$ cat src/rtl/wdog_pkg.sv
package wdog_pkg;

  localparam int PSEL_W = 4;

  typedef struct packed {
    logic              irq_en;
    logic              rst_en;
    logic [PSEL_W-1:0] psel;
  } wdog_ctrl_t;

  typedef enum logic [1:0] {
    WD_OFF  = 2'b00,
    WD_RST  = 2'b01,
    WD_IRQ  = 2'b10,
    WD_BOTH = 2'b11
  } wdog_mode_e;

  function automatic wdog_mode_e mode_of(input wdog_ctrl_t c);
    return wdog_mode_e'({c.irq_en, c.rst_en});
  endfunction

endpackage

$ cat src/rtl/wdog_regs.sv
module wdog_regs
  import wdog_pkg::*;
(
  input  logic       clk,
  input  logic       rst_n,
  input  logic       ctrl_we,
  input  wdog_ctrl_t wdata,
  input  logic       lock,
  input  logic       hw_clr_irq,
  output wdog_ctrl_t eff
);

  logic              irq_q, irq_d;
  logic              rst_q, rst_d;
  logic [PSEL_W-1:0] psel_q, psel_d;

  always_comb begin
    irq_d  = irq_q;
    rst_d  = rst_q;
    psel_d = psel_q;
    if (ctrl_we) begin
      psel_d = wdata.psel;
      if (!lock) begin
        irq_d = wdata.irq_en;
        rst_d = wdata.rst_en;
      end
    end else if (hw_clr_irq) begin
      irq_d = 1'b0;
    end
  end

  always_ff @(posedge clk or negedge rst_n) begin
    if (!rst_n) begin
      irq_q  <= 1'b0;
      rst_q  <= 1'b0;
      psel_q <= '0;
    end else begin
      irq_q  <= irq_d;
      rst_q  <= rst_d;
      psel_q <= psel_d;
    end
  end

  always_comb begin
    eff.irq_en = irq_q & ~lock;
    eff.rst_en = rst_q | lock;
    eff.psel   = psel_q;
  end

endmodule

$ cat src/rtl/wdog_counter.sv
module wdog_counter
  import wdog_pkg::*;
#(
  parameter int BASE_LOG  = 11,
  parameter int NUM_CODES = 10
) (
  input  logic              clk,
  input  logic              rst_n,
  input  logic              tick,
  input  logic              kick,
  input  logic              hold,
  input  logic              run,
  input  logic [PSEL_W-1:0] psel,
  output logic              expire
);

  localparam int MAX_CODE = NUM_CODES - 1;
  localparam int CNT_W    = BASE_LOG + MAX_CODE;

  logic [PSEL_W-1:0] code_sat;
  logic [CNT_W-1:0]  term;
  logic [CNT_W-1:0]  cnt_q, cnt_d;
  logic              at_term;

  assign code_sat = (psel > PSEL_W'(MAX_CODE)) ? PSEL_W'(MAX_CODE) : psel;

  // terminal count: the low BASE_LOG+code bits set
  for (genvar i = 0; i < CNT_W; i++) begin : g_term
    assign term[i] = (i < BASE_LOG + int'(code_sat));
  end

  assign at_term = (cnt_q == term);
  assign expire  = tick & run & ~kick & ~hold & at_term;

  always_comb begin
    cnt_d = cnt_q;
    if (kick || hold || !run) begin
      cnt_d = '0;
    end else if (tick) begin
      cnt_d = at_term ? '0 : cnt_q + 1'b1;
    end
  end

  always_ff @(posedge clk or negedge rst_n) begin
    if (!rst_n) cnt_q <= '0;
    else        cnt_q <= cnt_d;
  end

endmodule

$ cat src/rtl/wdog_events.sv
module wdog_events
  import wdog_pkg::*;
#(
  parameter int RST_PULSE = 4
) (
  input  logic clk,
  input  logic rst_n,
  input  logic expire,
  input  logic irq_en,
  input  logic rst_en,
  input  logic irq_clr,
  input  logic flag_we,
  input  logic flag_wdata,
  output logic irq_pend,
  output logic wd_reset,
  output logic rst_flag,
  output logic hw_clr_irq
);

  localparam int PW = $clog2(RST_PULSE + 1);

  logic          take_irq, take_rst;
  logic          irq_q, irq_d;
  logic          flag_q, flag_d;
  logic [PW-1:0] rcnt_q, rcnt_d;

  assign take_irq   = expire & irq_en;
  assign take_rst   = expire & ~irq_en & rst_en;
  assign hw_clr_irq = take_irq & rst_en;

  always_comb begin
    irq_d = irq_q;
    if (take_irq)     irq_d = 1'b1;
    else if (irq_clr) irq_d = 1'b0;

    rcnt_d = rcnt_q;
    if (take_rst)           rcnt_d = PW'(RST_PULSE);
    else if (rcnt_q != '0)  rcnt_d = rcnt_q - 1'b1;

    flag_d = flag_q;
    if (take_rst)                   flag_d = 1'b1;
    else if (flag_we && !flag_wdata) flag_d = 1'b0;
  end

  always_ff @(posedge clk or negedge rst_n) begin
    if (!rst_n) begin
      irq_q  <= 1'b0;
      flag_q <= 1'b0;
      rcnt_q <= '0;
    end else begin
      irq_q  <= irq_d;
      flag_q <= flag_d;
      rcnt_q <= rcnt_d;
    end
  end

  assign irq_pend = irq_q;
  assign rst_flag = flag_q;
  assign wd_reset = (rcnt_q != '0);

endmodule

$ cat src/rtl/watchdog_unit.sv
module watchdog_unit
  import wdog_pkg::*;
#(
  parameter int BASE_LOG  = 11,
  parameter int NUM_CODES = 10,
  parameter int RST_PULSE = 4
) (
  input  logic       clk,
  input  logic       rst_n,
  input  logic       tick,
  input  logic       kick,
  input  logic       ctrl_we,
  input  logic       wr_irq_en,
  input  logic       wr_rst_en,
  input  logic [3:0] wr_psel,
  input  logic       irq_clr,
  input  logic       flag_we,
  input  logic       flag_wdata,
  input  logic       lock,
  output logic       irq_en,
  output logic       rst_en,
  output logic [3:0] psel,
  output logic       irq_pend,
  output logic       wd_reset,
  output logic       rst_flag
);

  wdog_ctrl_t wdata, eff;
  logic       hw_clr_irq;
  logic       expire;
  logic       running;

  assign wdata.irq_en = wr_irq_en;
  assign wdata.rst_en = wr_rst_en;
  assign wdata.psel   = wr_psel;

  assign running = (mode_of(eff) != WD_OFF);

  wdog_regs u_regs (
    .clk        (clk),
    .rst_n      (rst_n),
    .ctrl_we    (ctrl_we),
    .wdata      (wdata),
    .lock       (lock),
    .hw_clr_irq (hw_clr_irq),
    .eff        (eff)
  );

  wdog_counter #(
    .BASE_LOG  (BASE_LOG),
    .NUM_CODES (NUM_CODES)
  ) u_cnt (
    .clk    (clk),
    .rst_n  (rst_n),
    .tick   (tick),
    .kick   (kick),
    .hold   (wd_reset),
    .run    (running),
    .psel   (eff.psel),
    .expire (expire)
  );

  wdog_events #(
    .RST_PULSE (RST_PULSE)
  ) u_evt (
    .clk        (clk),
    .rst_n      (rst_n),
    .expire     (expire),
    .irq_en     (eff.irq_en),
    .rst_en     (eff.rst_en),
    .irq_clr    (irq_clr),
    .flag_we    (flag_we),
    .flag_wdata (flag_wdata),
    .irq_pend   (irq_pend),
    .wd_reset   (wd_reset),
    .rst_flag   (rst_flag),
    .hw_clr_irq (hw_clr_irq)
  );

  assign irq_en = eff.irq_en;
  assign rst_en = eff.rst_en;
  assign psel   = eff.psel;

endmodule

$ cat config.mk
export PLATFORM = sky130hd
export DESIGN_NAME = watchdog_unit
export DESIGN_NICKNAME = d
export VERILOG_FILES = /design/src/rtl/wdog_pkg.sv /design/src/rtl/wdog_regs.sv /design/src/rtl/wdog_counter.sv /design/src/rtl/wdog_events.sv /design/src/rtl/watchdog_unit.sv
export SDC_FILE = /design/constraint.sdc
export NUM_CORES = 1
export LEC_CHECK = 0
export ABC_CLOCK_PERIOD_IN_PS = 3300
export CORE_ASPECT_RATIO = 2
export CORE_MARGIN = 2
export CORE_UTILIZATION = 50
export CTS_CLUSTER_SIZE = 10
export DETAILED_ROUTE_END_ITERATION = 7
export HOLD_SLACK_MARGIN = 0.1
export PLACE_DENSITY = 0.73
export SLEW_MARGIN = 10
export SYNTH_ARGS = -nofsm -noshare
export SYNTH_HDL_FRONTEND = slang
export SYNTH_SLANG_ARGS = --single-unit
$ cat constraint.sdc
create_clock -name clk -period 3.3 [get_ports clk]
set_clock_uncertainty 0.15 [all_clocks]
set_input_delay 0.495 -clock clk [delete_from_list [all_inputs] [get_ports clk]]
set_output_delay 0.495 -clock clk [all_outputs]
set_load 0.01 [all_outputs]
Yosys cells after proc, flatten, opt, wreduce, memory -nomap -nowiden
Index checks and enable logic that the tools add are counted.
{"block": "op_classes", "n_eq_ne": 2, "n_reduce_logical": 14, "bitwise_logic": 14, "muxes": 13, "add_sub_neg": 3, "order_cmp": 21}
{"operator": "less-than comparator 5 x 32 -> 1 bit, first input constant", "count": 8}
{"operator": "less-than comparator 4 x 32 -> 1 bit, first input constant", "count": 4}
{"operator": "less-than comparator 6 x 32 -> 1 bit, first input constant", "count": 4}
{"operator": "less-than comparator 3 x 32 -> 1 bit, first input constant", "count": 2}
{"operator": "2-to-1 mux 20 bit", "count": 3}
{"operator": "less-than comparator 1 x 32 -> 1 bit, first input constant", "count": 1}
{"operator": "less-than comparator 2 x 32 -> 1 bit, first input constant", "count": 1}
{"operator": "adder 20 x 1 -> 20 bit, second input constant", "count": 1}
{"operator": "== test 20 bit", "count": 1}
{"operator": "nonzero test 2 bit", "count": 6}
{"operator": "bitwise AND 1 bit", "count": 9}
{"operator": "2-to-1 mux 1 bit", "count": 7}
{"operator": "2-to-1 mux 3 bit", "count": 2}
{"operator": "adder 4 x 4 -> 5 bit, first input constant", "count": 1}
{"operator": "greater-than comparator 4 bit, second input constant", "count": 1}
{"operator": "2-to-1 mux 4 bit", "count": 1}
{"operator": "inverter 1 bit", "count": 4}
{"operator": "AND reduction 2 bit", "count": 2}
{"operator": "nonzero test 3 bit", "count": 1}
{"operator": "subtractor 3 x 1 -> 3 bit, second input constant", "count": 1}
{"operator": "logical NOT 1 bit", "count": 2}
{"operator": "logical OR 1 bit", "count": 2}
{"operator": "!= test 2 bit, second input constant", "count": 1}
{"operator": "logical AND 1 bit", "count": 1}
{"operator": "OR 1 bit", "count": 1}
{"block": "word_totals", "inputBits": 15, "ff_bits": 31, "out_inout_bits": 9, "elab_cells": 74}

Depth between registers and ports, before layout
Gate-level depths: netlist of the first run.
{"block": "depth", "depth_word": 11, "mapped_depth": 14, "mapped_depth_nobuf": 12}

Hierarchy
From an unflattened synthesis of the first run, not the netlist that was laid out.
{"block": "hier_totals", "cells_unflattened": 259, "hier_area_um2": 2218.4}
{"module": "wdog_counter", "area_per_inst_um2": 1677.9, "n_inst": 1, "seq_area_each_um2": 500.5, "cells_per_inst": 213}
{"module": "wdog_regs", "area_per_inst_um2": 271.5, "n_inst": 1, "seq_area_each_um2": 150.1, "cells_per_inst": 18}
{"module": "wdog_events", "area_per_inst_um2": 262.8, "n_inst": 1, "seq_area_each_um2": 125.1, "cells_per_inst": 27}
{"module": "watchdog_unit", "area_per_inst_um2": 6.3, "n_inst": 1, "seq_area_each_um2": 0.0, "cells_per_inst": 1}

Worst setup path before layout of the first run
Ideal clock, no wire load.
{"block": "synth_timing", "path_type": "register to register", "from": "register u_regs.psel_q[2]", "to": "register u_cnt.cnt_q[12]", "path_slack_ps": 193, "arrival_ps": 2824, "t_required_ps": 3017, "synth_period_minus_slack_ps": 3107, "path_stages_with_launch": 14, "n_path_buf": 2, "setup_time_ps": 133, "cell_sequence": "dfrtp_1 > buf_2 > o21ai_0 > nor2b_1 > ha_1 > buf_4 > nand2b_1 > nand2_1 > a211oi_1 > a31oi_1 > nor4_1 > nand4b_2 > o21ai_2 > nor2_1"}
{"block": "synth_via", "elab_chain_cells": 8, "word_cells_on_any_way": 27, "classes_between": "add/sub (1); order compare (21); eq/ne (1); mux (4)"}
{"item": "from (decl)", "line_no": "wdog_regs.sv:15", "text": "logic [PSEL_W-1:0] psel_q, psel_d;"}
{"item": "from (signal assigned)", "line_no": "wdog_regs.sv:40", "text": "psel_q <= psel_d;"}
{"item": "greater-than comparator 4 bit", "line_no": "wdog_counter.sv:25", "text": "assign code_sat = (psel > PSEL_W'(MAX_CODE)) ? PSEL_W'(MAX_CODE) : psel;"}
{"item": "2-to-1 mux 4 bit *", "line_no": "wdog_counter.sv:25"}
{"item": "adder 4 x 4 -> 5 bit *", "line_no": "wdog_counter.sv:29", "text": "assign term[i] = (i < BASE_LOG + int'(code_sat));"}
{"item": "less-than comparator 1 x 32 -> 1 bit, or another cell as far along", "line_no": "wdog_counter.sv:29"}
{"item": "== test 20 bit *", "line_no": "wdog_counter.sv:32", "text": "assign at_term = (cnt_q == term);"}
{"item": "2-to-1 mux 20 bit *", "line_no": "wdog_counter.sv:40", "text": "cnt_d = at_term ? '0 : cnt_q + 1'b1;"}
{"item": "2-to-1 mux 20 bit *", "line_no": "wdog_counter.sv:39", "text": "end else if (tick) begin"}
{"item": "2-to-1 mux 20 bit *", "line_no": "wdog_counter.sv:37", "text": "if (kick || hold || !run) begin"}
{"item": "to (signal assigned)", "line_no": "wdog_counter.sv:46", "text": "else cnt_q <= cnt_d;"}
{"item": "to (decl)", "line_no": "wdog_counter.sv:22", "text": "logic [CNT_W-1:0] cnt_q, cnt_d;"}
Every way passes the cells marked *; elsewhere a longest branch is shown, timed or not. The select of a mux whose other input is x is not followed.
A chain may end at the register's enable or synchronous reset.

Worst setup path in the final report of the first run
{"block": "layout_timing", "from": "register u_regs.psel_q[3]", "to": "register u_regs.irq_q"}
{"block": "layout_via", "elab_chain_cells": 10, "word_cells_on_any_way": 29, "classes_between": "add/sub (1); order compare (21); eq/ne (1); mux (1); bitwise (3); reduce/logical (2)"}
{"item": "greater-than comparator 4 bit", "line_no": "wdog_counter.sv:25"}
{"item": "2-to-1 mux 4 bit *", "line_no": "wdog_counter.sv:25"}
{"item": "adder 4 x 4 -> 5 bit *", "line_no": "wdog_counter.sv:29"}
{"item": "less-than comparator 1 x 32 -> 1 bit, or another cell as far along", "line_no": "wdog_counter.sv:29"}
{"item": "== test 20 bit *", "line_no": "wdog_counter.sv:32"}
{"item": "bitwise AND 1 bit *", "line_no": "wdog_counter.sv:33", "text": "assign expire = tick & run & ~kick & ~hold & at_term;"}
{"item": "bitwise AND 1 bit *", "line_no": "wdog_events.sv:27", "text": "assign take_irq = expire & irq_en;"}
{"item": "bitwise AND 1 bit *", "line_no": "wdog_events.sv:29", "text": "assign hw_clr_irq = take_irq & rst_en;"}
{"item": "nonzero test 2 bit (no source line) *"}
{"item": "AND reduction 2 bit (no source line) *"}
{"item": "to (signal assigned)", "line_no": "wdog_regs.sv:38", "text": "irq_q <= irq_d;"}
{"item": "to (decl)", "line_no": "wdog_regs.sv:13", "text": "logic irq_q, irq_d;"}
Every way passes the cells marked *; elsewhere a longest branch is shown, timed or not.

==> flow_metrics.tcl, run 1 <==
set metrics [dict create \
    ir_drop_uv 424 \
    routed_wl_mm 5.03 \
    yosysSeqAreaShare 0.357 \
    dp_hpwl_mm 3.63 \
    yosys_warnings 0 \
    setup_tns_ps 0 \
    first_iter_violations 37 \
    numCtsBuffers 5 \
    nets 294 \
    cts_root_buffer "clkbuf_8" \
    p_leak_nw 1.05 \
    synthDistinctLibCells 53 \
    cp-startpoint "u_regs.psel_q[3]" \
    rr_worst_depth 11 \
    synth_cells 248 \
    cellPowerDensity_nw_per_um2 433 \
    numPortBuffers 23 \
    place_area_um2 2470 \
    cp-start-kind "flop" \
    clkSinkCount 31 \
    maxSlewHeadroom 0.491 \
    initial_core_util 0.511 \
    nFillCells 396 \
    die-area_um2 4930 \
    worstSetupEndpointType "flop" \
    synth_edf_count 0 \
    ios 24 \
    htree_num_levels 2 \
    grt_overflow 0 \
    arrival_ps 3050 \
    vias 1919 \
    crit_chain "inv_1, nand2_1, ha_2, or4b_1, o221ai_1, a41oi_1, o31a_1, nor4_1, and3_2, a31oi_1, mux2_2" \
    clk_pin_slew_ps 70 \
    ctsHoldBuffers 0 \
    drtAntennaViolNets 0 \
    timing.final.crit_share 0.918 \
    rrSetupSlack_ps 270 \
    synth_area_um2 2180 \
    drive_gt1_frac 0.132 \
    min_path_cells 1 \
    rsz0062_at_grt "no" \
    cts_setup_buffers 0 \
    slowest_stage "or4b_1" \
    clock.fmax_mhz 330 \
    die_y_um 97.3 \
    cts_max_path_buffers 2 \
    grt_pass1_wl_mm 8.77 \
    rows 34 \
    post-route-drc-count 0 \
    timing_hold_violations_final 0 \
    cts_resized 0 \
    mostFrequentLayoutCells "dfrtp_1 (31), nor2_1 (24), clkdlybuf4s50_1 (23), nand2_1 (22)" \
    grt_usage 0.229 \
    required_ps 3320 \
    min_path_type "reg -> reg" \
    globalplace.congestion 0.940 \
    hold_start "u_evt.rst_flag" \
    synthFlopType "dfrtp_1" \
    layout_min_cycle_time_ps 3030 \
    final_common_cell "dfrtp_1" \
    worst_pin_slew_ps 758 \
    synth-seq-cells 31 \
    clock_latency_ps 280 \
    synth_fp_nets 269 \
    status "complete, no violations" \
    wire_per_inst_um 15.4 \
    core-area_um2 4250 \
    die_x_um 50.6 \
    async_flop_share 1.00 \
    syn_area_per_cell_um2 8.77 \
    path_class "reg -> reg" \
    grt_max_degree 32 \
    finalMaxSlewViolations 0 \
    grt_pass1_vias 1911 \
    n_antenna_cell 0 \
    drv_cap 0 \
    max_stage_delay_ps 510 \
    stdcell_area_um2 2580 \
    finalSetupViolCount 0 \
    drtPass1Iterations 4 \
    crit_path_max_fanout 7 \
    vias_per_cell 5.87 \
    cts_tree "built" \
    antenna_found_initial 0 \
    rr_startpoint "u_regs.psel_q[3]" \
    area_growth_pct 18.7 \
]
[registers in the layout, summed over array words and instances (netlist names)]
name            count
u_evt.rcnt_q        3
u_evt.rst_flag      1
u_cnt.cnt_q        20
u_regs.psel_q       4
u_regs.irq_q        1
u_evt.irq_pend      1
u_regs.rst_q        1
[power breakdown]
group | internal [mW] | switching, mW
Sequential | 0.410 | 0.0199
Clock | 0.221 | 0.144
Combinational | 0.150 | 0.172
Total | 0.782 | 0.336
[worst max-delay path, delay by kind of cell (launching register included)]
family / cells / cell delay (ps)
AND/OR/NAND/NOR: 4 / 1170
AO/OA/AOI/OAI: 4 / 550
flip-flops: 1 / 400
multiplexers: 1 / 280
adder cells (fa/ha/maj): 1 / 240
buffers and inverters: 1 / 130
[Yosys cell counts, drive strengths merged, types with 5 or more instances]
master / instances / area, µm²
a31oi: 6 / 37.5
nand2: 22 / 82.6
nand4: 12 / 75.1
and3: 7 / 50.1
a21oi: 7 / 35.0
nor2b: 5 / 31.3
ha: 6 / 75.1
nand3: 11 / 55.1
xor2: 10 / 87.6
o21ai: 13 / 68.8
inv: 7 / 26.3
xnor2: 8 / 70.1
dfrtp: 31 / 776
buf: 6 / 38.8
mux2: 7 / 78.8
nor2: 24 / 90.1
nand2b: 7 / 43.8
clkbuf: 8 / 31.3
[per-layer routing]
metal | share of wire | routed length (µm) | vias to the layer above | track usage
met5 | 0 | 0 | - | 0
met4 | 0.026 | 131 | 0 | 0.110
met3 | 0.032 | 162 | 9 | 0.0338
met2 | 0.51 | 2570 | 44 | 0.361
met1 | 0.43 | 2160 | 924 | 0.302
li1 | - | - | 942 | -
[metrics by stage]
| stage | utilization | setup WS [ps] | hold slack (ps) | std cells | total power [mW] |
|---|---|---|---|---|---|
| floorplan | - | 193 | 49.4 | 248 | 0.651 |
| global placement | 0.581 | 218 | 320 | 320 | 0.746 |
| detailed placement | 0.581 | 131 | 326 | 320 | 0.756 |
| CTS | 0.605 | 113 | 346 | 327 | 1.12 |
| global route | 0.607 | 48.2 | 363 | 327 | 1.18 |
| finish | 0.607 | 269 | 340 | 327 | 1.12 |
[path summary, 6_finish.rpt]
| check | endpoint |
|---|---|
| setup / recovery | u_regs.irq_q |
| hold / removal | u_evt.rst_flag |
| setup reg to reg | u_regs.irq_q |
| hold reg to reg | u_evt.rst_flag |
| max in group asynchronous | u_cnt.cnt_q[13] |
| min in group asynchronous | u_cnt.cnt_q[8] |
[layout make-up]
| type | count | area (µm²) | share of cell area |
|---|---|---|---|
| clock buffer | 6 | 72.6 | 0.0281 |
| timing repair buffer | 32 | 298 | 0.115 |
| multi-input combinational | 195 | 1310 | 0.507 |
| inverter | 8 | 30.0 | 0.0116 |
| clock inverter | 1 | 30.0 | 0.0116 |
| sequential | 31 | 776 | 0.300 |
| tap | 54 | 67.6 | 0.0262 |
[logic make-up (layout without fill, tap and decap cells)]
logic type / Yosys count / after routing / share of synthesized area
multiplexers: 10 / 10 / 0.0500
buffers and inverters: 22 / 47 / 0.0460
AND/OR/NAND/NOR: 118 / 118 / 0.311
AO/OA/AOI/OAI: 43 / 43 / 0.130
XOR/XNOR: 18 / 18 / 0.0725
adder cells (fa/ha/maj): 6 / 6 / 0.0345
flip-flops: 31 / 31 / 0.357
No activity file was read; power rests on OpenSTA's default activity.
==> run 2, diff against run 1 <==
--- a/config.mk
+++ b/config.mk
@@ -13,7 +13,9 @@
 export DETAILED_ROUTE_END_ITERATION = 7
 export HOLD_SLACK_MARGIN = 0.1
 export PLACE_DENSITY = 0.73
-export SLEW_MARGIN = 10
+export REMOVE_ABC_BUFFERS = 1
+export SLEW_MARGIN = 20
 export SYNTH_ARGS = -nofsm -noshare
 export SYNTH_HDL_FRONTEND = slang
+export SYNTH_HIERARCHICAL = 1
 export SYNTH_SLANG_ARGS = --single-unit
==> flow_metrics.tcl, run 2 <==
set metrics [dict create \
    status "complete, no violations" \
    htree_num_levels 2 \
    die-area_um2 5020 \
    path_class "reg -> reg" \
    worstSetupEndpointType "flop" \
    final_util 0.614 \
    mostFrequentLayoutCells "dfrtp_1 (31), clkdlybuf4s50_1 (23), nand2_1 (22), nor2_1 (22), o21ai_0 (17)" \
    drive_gt1_frac 0.138 \
    vias_per_cell 6.14 \
    globalplace.congestion 0.896 \
    die_y_um 98.2 \
    async_flop_share 1.00 \
    drtPass1Iterations 4 \
    drv_cap 0 \
    cellPowerDensity_nw_per_um2 425 \
    cts_setup_buffers 0 \
    timing.final.crit_share 0.959 \
    cts_max_path_buffers 2 \
    reg_top3 "u_cnt/cnt_q (20), u_regs/psel_q (4), u_evt/rcnt_q (3)" \
    numCtsBuffers 5 \
    largest-register "u_cnt/cnt_q" \
    synth_cells 259 \
    min_path_type "reg -> reg" \
    synth_common_cells "dfrtp_1 (31), nand2_1 (22), nor2_1 (22)" \
    clkSinkCount 31 \
    cts_root_buffer "clkbuf_8" \
    routed_wl_mm 5.69 \
    maxSlewHeadroom 0.660 \
    final_common_cell "dfrtp_1" \
    post-route-drc-count 0 \
    grt_max_degree 32 \
    wire_per_inst_um 16.9 \
    clock.fmax_mhz 316 \
    largest_reg_flops 20 \
    post-synth-top-count-cell "dfrtp_1" \
    drtAntennaViolNets 0 \
    numPortBuffers 23 \
    core-area_um2 4300 \
    n_antenna_cell 0 \
    synth_top_area_frac 0.350 \
    yosysSeqAreaShare 0.350 \
    clk_pin_slew_ps 70 \
    grt_pass1_wl_mm 9.30 \
    grt_pass1_vias 1963 \
    timing_hold_violations_final 0 \
    syn_area_per_cell_um2 8.57 \
    synthFlopType "dfrtp_1" \
    ir_drop_uv 341 \
    ctsHoldBuffers 0 \
    cts_tree "built" \
    initial_core_util 0.516 \
    required_ps 3300 \
    crit_path_max_fanout 8 \
    clock_latency_ps 280 \
    grt_overflow 0 \
    die_x_um 51.1 \
    yosys_warnings 6 \
    synthTopCellsByArea "dfrtp_1 (35%), o21ai_0 (4.1%), nand2_1 (3.7%), nor2_1 (3.7%), nor3_1 (3.2%)" \
    arrival_ps 3170 \
    finalMaxSlewViolations 0 \
    cp-start-kind "flop" \
    rows 34 \
    vias 2069 \
    synthDistinctLibCells 59 \
    synth_area_um2 2220 \
    worst_pin_slew_ps 508 \
    synth-seq-cells 31 \
    total_power_mw 1.12 \
    layout_min_cycle_time_ps 3170 \
    finalSetupViolCount 0 \
    synth_edf_count 0 \
    area_growth_pct 18.9 \
    grt_usage 0.244 \
    antenna_found_initial 0 \
    ios 24 \
    p_leak_nw 1.07 \
    dp_hpwl_mm 4.24 \
    yosys.area.top_type "dfrtp_1" \
    nets 303 \
    first_iter_violations 68 \
]
-- run 2: changes by cell type in the layout (fill, tap and decap cells not counted), sizes merged, moves of 3 or more --
| cell | before | now |
|---|---|---|
| xor2 | 10 | 5 |
| or2 | 3 | 6 |
| a2111oi | 0 | 3 |
| inv | 7 | 13 |
| and4 | 3 | 0 |
| nand3b | 3 | 0 |
| nor3 | 4 | 16 |
| nand2b | 7 | 1 |
| a31oi | 6 | 2 |
| o21ai | 13 | 18 |
| o21a | 0 | 3 |
| buf | 9 | 13 |
-- run 2: power by group --
part | switching (mW) | leakage (nW) | internal (mW)
Sequential | 0.0198 | 0.414 | 0.410
Combinational | 0.168 | 0.605 | 0.155
Clock | 0.146 | 0.0513 | 0.221
-- run 2: kinds of logic (layout without fill, tap and decap cells) --
logic type               count (synthesis)  in the layout  synth area share
adder cells (fa/ha/maj)                  5              5            0.0282
XOR/XNOR                                11             11            0.0434
AND/OR/NAND/NOR                        113            113             0.275
buffers and inverters                   32             56            0.0671
multiplexers                             9              9            0.0474
AO/OA/AOI/OAI                           58             58             0.189
flip-flops                              31             31             0.350
-- run 2: area by class of cell --
cell class                      instances  area [µm²]
Fill cell                             392        1660
Clock inverter                          1        30.0
Tap cell                               54        67.6
Inverter                               13        48.8
Sequential cell                        31         776
Clock buffer                            6        72.6
Multi-Input combinational cell        196        1320
Timing Repair Buffer                   36         328
-- run 2: worst paths after layout --
check | startpoint | to | slack (ps) | cells past startpoint
max | u_regs/psel_q[2] | u_cnt/cnt_q[11] | 130 | 9
min | u_regs/rst_q | u_regs/rst_q | 370 | 1
max reg2reg | u_regs/psel_q[2] | u_cnt/cnt_q[11] | 130 | 9
min reg2reg | u_regs/rst_q | u_regs/rst_q | 370 | 1
max in group asynchronous | rst_n | u_regs/irq_q | 2250 | 2
min in group asynchronous | rst_n | u_cnt/cnt_q[12] | 450 | 2
-- run 2: repair_timing --
action                                  CTS  global route
endpoints found under the setup margin    1            10
hold endpoints to repair                  0             0
resized for setup                         1             4
-- run 2: per-layer routing --
metal | global-route usage | share of wire | vias to the layer above
met5 | 0 | 0 | -
li1 | - | - | 989
met2 | 0.443 | 0.54 | 67
met3 | 0.0306 | 0.031 | 22
met1 | 0.260 | 0.38 | 991
met4 | 0.135 | 0.053 | 0
-- run 2: per-stage QoR --
stage | cells | setup WS, ps | TNS [ps] | hold WS (ps) | instance area [µm²]
4_1_cts | 337 | 96.4 | 0 | 368 | 2620
3_5_place_dp | 330 | 15.7 | 0 | 352 | 2510
5_1_grt | 337 | -21.3 | -21.3 | 387 | 2640
2_1_floorplan | 240 | -64.9 | -64.9 | 49.4 | 2120
6_report | 337 | 135 | 0 | 367 | 2640
3_3_place_gp | 330 | 111 | 0 | 347 | 2510
-- run 2: critical path: stages, from the launching register on --
cell	delay [ps]
dfrtp_1	380
or2_2	300
a21oi_2	160
ha_2	340
o31a_1	300
a221oi_1	400
o22ai_2	220
buf_4	210
o31ai_1	450
o41ai_1	130
